===== config.mk =====
export PLATFORM = sky130hd
export DESIGN_NAME = irq_priority_resolver
export DESIGN_NICKNAME = d
export VERILOG_FILES = /design/src/rtl/irqp_pkg.sv /design/src/rtl/irqp_ctrl.sv /design/src/rtl/irqp_nm_encoder.sv /design/src/rtl/irqp_datapath.sv /design/src/rtl/irq_priority_resolver.sv
export SDC_FILE = /design/constraint.sdc
export NUM_CORES = 1
export LEC_CHECK = 0
export ABC_AREA = 0
export BUFFER_PORTS_ARGS = -buffer_cell sky130_fd_sc_hd__buf_2
export CAP_MARGIN = 40
export CELL_PAD_IN_SITES_DETAIL_PLACEMENT = 0
export CELL_PAD_IN_SITES_GLOBAL_PLACEMENT = 2
export CORE_ASPECT_RATIO = 0.75
export CORE_MARGIN = 2
export CORE_UTILIZATION = 20
export CTS_CLUSTER_DIAMETER = 80
export DETAILED_ROUTE_END_ITERATION = 16
export GPL_TIMING_DRIVEN = 0
export PLACE_DENSITY_LB_ADDON = 0.1
export SLEW_MARGIN = 20
export SYNTH_ARGS = -nofsm -noshare
export SYNTH_HDL_FRONTEND = slang
export SYNTH_SLANG_ARGS = --single-unit

===== constraint.sdc =====
create_clock -name clk -period 5.5 [get_ports clk]
set_clock_uncertainty 0.1 [all_clocks]
set_input_delay 1.1 -clock clk [delete_from_list [all_inputs] [get_ports clk]]
set_output_delay 1.1 -clock clk [all_outputs]
set_load 0.01 [all_outputs]

===== src/rtl/irqp_pkg.sv =====
package irqp_pkg;
  localparam int unsigned NUM_SRC   = 15;
  localparam int unsigned SEL_W     = 4;
  localparam int unsigned CFG_W     = 4;
  localparam int unsigned NUM_NM    = 6;
  localparam int unsigned NM_W      = 3;
  localparam logic [SEL_W-1:0] PSEL_RESET = 4'b0101;
  localparam int unsigned SMOD_POS  = 2;   // position of the special-mode bit inside cfg[3:0]

  typedef enum logic [1:0] {
    MODE_SINGLE = 2'b00,
    MODE_EXPAND = 2'b01,
    MODE_BOOT   = 2'b10,
    MODE_TEST   = 2'b11
  } opMode_e;

  typedef struct packed {
    logic loadSel;
    logic loadCfg;
  } regStrobe_t;

  function automatic logic [CFG_W-1:0] cfgResetValue(input opMode_e mode);
    case (mode)
      MODE_SINGLE: cfgResetValue = 4'b0000;
      MODE_EXPAND: cfgResetValue = 4'b0011;
      MODE_BOOT:   cfgResetValue = 4'b1100;
      default:     cfgResetValue = 4'b0111;
    endcase
  endfunction
endpackage


===== src/rtl/irqp_ctrl.sv =====
module irqp_ctrl
  import irqp_pkg::*;
(
  input  logic       wrEn,
  input  logic       globalMask,
  input  logic       specialMode,
  output regStrobe_t strobe
);
  logic writeOpen;

  always_comb begin
    writeOpen      = wrEn & globalMask;
    strobe.loadSel = writeOpen;
    strobe.loadCfg = writeOpen & specialMode;
  end
endmodule


===== src/rtl/irqp_nm_encoder.sv =====
module irqp_nm_encoder #(
  parameter int unsigned N = 6,
  parameter int unsigned W = 3
) (
  input  logic [N-1:0] req,
  output logic [W-1:0] idx,
  output logic         valid
);
  always_comb begin
    idx   = '0;
    valid = 1'b0;
    for (int i = N - 1; i >= 0; i--) begin
      if (req[i]) begin
        idx   = W'(i);
        valid = 1'b1;
      end
    end
  end
endmodule


===== src/rtl/irqp_datapath.sv =====
module irqp_datapath
  import irqp_pkg::*;
#(
  parameter int unsigned N     = NUM_SRC,
  parameter int unsigned SW    = SEL_W,
  parameter int unsigned CW    = CFG_W,
  parameter logic [SW-1:0] SEL_INIT = PSEL_RESET
) (
  input  logic          clk,
  input  logic          rstN,
  input  logic [1:0]    modeStrap,
  input  logic          globalMask,
  input  logic [N-1:0]  reqIn,
  input  logic [N-1:0]  enIn,
  input  regStrobe_t    strobe,
  input  logic [CW+SW-1:0] wrData,
  output logic [CW+SW-1:0] rdData,
  output logic          specialMode,
  output logic [SW-1:0] winner,
  output logic          pending
);
  logic [CW-1:0] cfgQ;
  logic [SW-1:0] selQ;
  logic [N-1:0]  live;
  logic [N-1:0]  promoteHit;
  logic [SW-1:0] dfltIdx;
  logic          dfltAny;

  always_ff @(posedge clk) begin
    if (!rstN) begin
      cfgQ <= cfgResetValue(opMode_e'(modeStrap));
      selQ <= SEL_INIT;
    end else begin
      if (strobe.loadSel) selQ <= wrData[SW-1:0];
      if (strobe.loadCfg) cfgQ <= wrData[CW+SW-1:SW];
    end
  end

  assign rdData      = {cfgQ, selQ};
  assign specialMode = cfgQ[SMOD_POS];

  // Gated requests and per-source promotion match
  generate
    for (genvar g = 0; g < N; g++) begin : g_src
      assign live[g]       = reqIn[g] & enIn[g] & ~globalMask;
      assign promoteHit[g] = live[g] && (selQ == SW'(g));
    end
  endgenerate

  always_comb begin
    dfltIdx = '0;
    dfltAny = 1'b0;
    for (int i = N - 1; i >= 0; i--) begin
      if (live[i]) begin
        dfltIdx = SW'(i);
        dfltAny = 1'b1;
      end
    end
  end

  always_comb begin
    pending = dfltAny;
    winner  = (|promoteHit) ? selQ : dfltIdx;
  end
endmodule


===== src/rtl/irq_priority_resolver.sv =====
module irq_priority_resolver
  import irqp_pkg::*;
(
  input  logic        clk,
  input  logic        rstN,
  input  logic [1:0]  modeStrap,
  input  logic        globalMask,
  input  logic [14:0] reqIn,
  input  logic [14:0] enIn,
  input  logic        wrEn,
  input  logic [7:0]  wrData,
  output logic [7:0]  rdData,
  output logic [3:0]  winner,
  output logic        pending,
  input  logic [5:0]  nmReq,
  output logic [2:0]  nmWinner,
  output logic        nmValid
);
  regStrobe_t strobe;
  logic       specialMode;

  irqp_ctrl u_ctrl (
    .wrEn        (wrEn),
    .globalMask  (globalMask),
    .specialMode (specialMode),
    .strobe      (strobe)
  );

  irqp_datapath #(
    .N  (NUM_SRC),
    .SW (SEL_W),
    .CW (CFG_W),
    .SEL_INIT (PSEL_RESET)
  ) u_dp (
    .clk         (clk),
    .rstN        (rstN),
    .modeStrap   (modeStrap),
    .globalMask  (globalMask),
    .reqIn       (reqIn),
    .enIn        (enIn),
    .strobe      (strobe),
    .wrData      (wrData),
    .rdData      (rdData),
    .specialMode (specialMode),
    .winner      (winner),
    .pending     (pending)
  );

  irqp_nm_encoder #(
    .N (NUM_NM),
    .W (NM_W)
  ) u_nm (
    .req   (nmReq),
    .idx   (nmWinner),
    .valid (nmValid)
  );
endmodule


**Yosys cells after proc, flatten, opt, wreduce, memory -nomap -nowiden**

Cells that the tools add are included.

- Input port bits: 50
- Register bits: 8
- Word-level logic and storage cells: 116

- Multiplexer cells: 46
- Reductions and logical operators: 18
- Equal/unequal tests: 17
- Bitwise logic cells: 33

Operators by type and width:

| cell | number |
|---|---|
| 2-to-1 mux 4 bit | 18 |
| bitwise AND 1 bit | 32 |
| == test 4 bit (second input constant) | 7 |
| 2-to-1 mux 1 bit | 21 |
| 2-to-1 mux 3 bit | 6 |
| == test 4 x 3 -> 1 bit (second input constant) | 4 |
| logical AND 1 bit | 15 |
| OR reduction 15 bit | 1 |
| one-hot mux 4 bit (3 select lines) | 1 |
| == test 4 x 2 -> 1 bit (second input constant) | 2 |
| == test 4 x 1 -> 1 bit (second input constant) | 1 |
| logical NOT 4 bit | 1 |
| == test 2 x 1 -> 1 bit (second input constant) | 1 |
| == test 2 bit (second input constant) | 1 |
| logical NOT 2 bit | 1 |
| inequality test 2 x 1 -> 1 bit (second input constant) | 1 |
| NOT 1 bit | 1 |

**Depth between registers and ports, before layout**

- Depth in word-level cells: 18
- Mapped depth: 7

**Modules after synthesis**

Synthesis repeated with hierarchy kept, for this count alone.

- Cell total of the unflattened synthesis: 118
- Area, all modules: 917.1 um^2

By module, submodules not included:

| module | times used | sequential area each (um^2) | area an instance (um^2) | cells an instance |
|---|---|---|---|---|
| irqp_datapath | 1 | 200.2 | 839.6 | 105 |
| irqp_nm_encoder | 1 | 0.0 | 57.6 | 10 |
| irqp_ctrl | 1 | 0.0 | 20.0 | 3 |

**Least setup slack after synthesis**

Ideal clock, no wire load.

- Kind: input-to-output
- Start point: in globalMask
- End point: out winner[0]
- Data required time: 4300 ps
- Stages on the path: 7
- Path buffers: 1
- Slack: 2055 ps
- Arrival: 2245 ps
- Path through: buf_6 -> inv_4 -> and3_4 -> a31oi_1 -> a211oi_2 -> a21o_4 -> mux2_4

- Word-level cells in the longest chain between the ends: 17
- Elaborated cells on any way between the ends: 47
- Classes of those cells: mux: 15; bitwise: 16; reduce/logical: 16

Ends and longest elaborated chain:

| item | line | source |
|---|---|---|
| from (decl) | irq_priority_resolver.sv:7 | `input logic globalMask,` |
| NOT 1 bit * | irqp_datapath.sv:45 | `assign live[g] = reqIn[g] & enIn[g] & ~globalMask;` |
| bitwise AND 1 bit | irqp_datapath.sv:45 |  |
| 2-to-1 mux 4 bit (14 in a row) | irqp_datapath.sv:54 | `if (live[i]) begin` |
| 2-to-1 mux 4 bit * | irqp_datapath.sv:63 | `winner = (\|promoteHit) ? selQ : dfltIdx;` |
| to (decl) | irq_priority_resolver.sv:13 | `output logic [3:0] winner,` |

Mark *: on every way between the ends. The rest lies on a longest branch, timed or not.

**Worst setup path after layout**

Same ends and word-level chain as after synthesis.

==> out/metrics.yaml <==
status:
  status: "complete, no violations"
worst_setup_path:
  rr_worst_depth: 2
  cp-startpoint: "globalMask"
  crit_cells: 8
  arrival_ps: 2520
  r2r_setup_slack_ps: 4460
  critPathBufInv: 3
  cp.required_ps: 4300
  crit_type: "in2out"
  reg2reg_to: "u_dp.cfgQ[1]$_DFFE_PP_"
  cpPeakStageDelay_ps: 330
  worstSetupEndpoint: "winner[0]"
  critPathCaptureType: "primary output"
  path_max_fanout: 8
  reg2reg_from: "u_dp.cfgQ[2]$_DFFE_PP_"
  critPathSlowestCell: "a211oi_2"
  cp_top_family: "compound AO/OA/AOI/OAI gates"
  cp-start-kind: "primary input"
  path_cells: "buf_6, inv_4, and3_4, a31oi_1, a211oi_2, a21o_4, mux2_4, buf_2"
yosys:
  ys_ff_latch: 8
  syn_area_per_cell_um2: 7.048
  ys_seq_area_share_pct: 23.67
  ys.flop_type: "edfxtp_1"
  yosys_warnings: 0
  synth_nets: 170
  synth_edf_count: 4
  synthDistinctLibCells: 37
  synthCells: 120
  synth.cell_area_um2: 845.8
  async_flop_share_pct: 0
global_routing:
  grt_pass1_vias: 1043
  use_met2_pct: 20.34
  grtUsageMet1_pct: 19.26
  grt_max_degree: 11
  grt_busiest_layer: "met2"
  gr-usage-met3_pct: 3.776
  grt_usage_pct: 13.20
  grt_overflow_total: 0
  antenna_found_initial: 0
  grt_pass1_wl_mm: 4.892
finish:
  layoutNonFillerInstCount: 244
  layout_common_cells: "buf_2 (67), nand2_1 (25), nand3_1 (12), a21oi_1 (10), nor2_1 (9)"
  final_common_cell: "buf_2"
  layout.nets: 240
  diodes: 0
  drive_gt1_share_pct: 41.80
  fillCellCount: 462
  syn_to_final_growth_pct: 51.92
drt:
  viasPerCell: 4.811
  drt-total-wl_mm: 3.137
  vias: 1174
  drtPass1Iterations: 4
  drt_iter0_drc: 69
  wl_per_cell_um: 12.86
  drc_errors: 0
  antenna_left: 0
timing:
  hold_ws_ps: 416.3
  drv_slew: 0
  tightest_slew_ps: 458.8
  rsz0062_at_grt: "false"
  min_period_over_period_pct: 67.68
  setup_viol: 0
  max-slew-margin-rel_pct: 69.41
  setup_tns_ps: 0
  setup_slack_ps: 1777
  fin_crit_ps: 3723
  max_freq_mhz: 268.6
  finalHoldViolCount: 0
placed_design:
  hpwlAfterDp_mm: 2.587
  routabilityCongestion: 0.7622
  port_buffers: 65
  dp_slack_ps: 1785
  placed_cells: 240
die:
  die_x_um: 79.09
  placementRows: 20
  core_area_mm2: 0.004054
  num_io_pins: 67
  dieArea_mm2: 0.004771
  dieHeight_um: 60.32
  start_util_pct: 20.86
cts:
  clock-root-buffer: "clkbuf_8"
  hold_buffers: 0
  clk_latency_ps: 230
  post_cts_buffers: 0
  htreeDepth: 1
  cts_sinks: 8
  cts_tree: "done"
  cts.repair.resized: 0
  cts.path.max_buffers: 2
  clkTransAtPathRegs_ps: 40
  cts_buffers: 3
power:
  ir_worst_vdd_mv: 0.07177
  powerDensity_mw_per_mm2: 184.3
  p_leak_nw: 0.5969
min_path:
  min_path_type: "reg2reg"
  min-delay-start: "u_dp.selQ[3]$_SDFFE_PN0P_"
flow_run:
  maxCapViolCount: 0
report_power, final:
group / total (W) / internal (W) / switching (W)
logic: 0.0000895 / 0.0000426 / 0.0000470
clock network: 0.0000769 / 0.0000505 / 0.0000264
registers: 0.0000704 / 0.0000676 / 0.00000283
logic make-up after synthesis:
kind of cell	Yosys count	share of synthesized area, %
AND/OR/NAND/NOR	55	29.44
multiplexers	4	6.065
AO/OA/AOI/OAI	42	34.02
buffers and inverters	11	6.805
flip-flops	8	23.67
routing by layer:
layer / share of wire [%] / wire length [um]
met1: 50 / 1559
met2: 42 / 1312
met3: 8.3 / 261
met4: 0.13 / 4
met5: 0 / 0
through the flow:
stage | area, um2 | total power (W) | util (%)
2_1_floorplan | 845.8 | 0.0001195 | -
3_3_place_gp | 1240 | 0.0001608 | 30.59
3_5_place_dp | 1240 | 0.0001612 | 30.59
4_1_cts | 1285 | 0.0002383 | 31.70
5_1_grt | 1285 | 0.0002545 | 31.70
6_report | 1285 | 0.0002369 | 31.70
worst min path at each step:
stage	endpoint	slack, ps	cells after the start
after floorplan	u_dp.selQ[3]$_SDFFE_PN0P_	410	2
after global placement	u_dp.selQ[3]$_SDFFE_PN0P_	420	2
after detailed placement	u_dp.selQ[3]$_SDFFE_PN0P_	420	2
after CTS	u_dp.selQ[3]$_SDFFE_PN0P_	430	2
after global routing	u_dp.selQ[3]$_SDFFE_PN0P_	470	2
final	u_dp.selQ[3]$_SDFFE_PN0P_	420	2
worst reg2reg max path: cells and delay by family (launching register included):
| kind | cells | cell delay [ps] |
|---|---|---|
| simple gates | 2 | 270 |
| flops | 1 | 370 |
synthesized netlist by cell type (all sizes together), types with 2 or more instances:
cell    count  area [um2]
inv         5       21.27
nand2      25       93.84
mux2        3       41.29
a21oi      10       50.05
nand2b      4       25.02
a32oi       2       17.52
nand3      12       60.06
o211ai      3       22.52
dfxtp       4       80.08
a21boi      2       15.01
clkbuf      2       7.510
edfxtp      4       120.1
o21ai       7       35.03
a31oi       6       37.54
buf         4       28.78
a22oi       2       15.01
nor2        9       33.78
flip-flops by register name, summed over array words and instances, names as in the netlist:
| register | flops |
|---|---|
| u_dp.cfgQ | 4 |
| u_dp.selQ | 4 |
cell type report:
| type | count | area [um2] | share of cell area (%) |
|---|---|---|---|
| flip-flops and latches | 8 | 200.2 | 15.58 |
| well taps | 55 | 68.82 | 5.355 |
| clock buffers | 4 | 45.04 | 3.505 |
| repair buffers | 65 | 325.3 | 25.32 |
| multi-input cells | 101 | 588.1 | 45.76 |
| plain buffers | 6 | 36.28 | 2.824 |
| inverters | 5 | 21.27 | 1.655 |
Note: power is estimated with default switching activity, not from simulation.
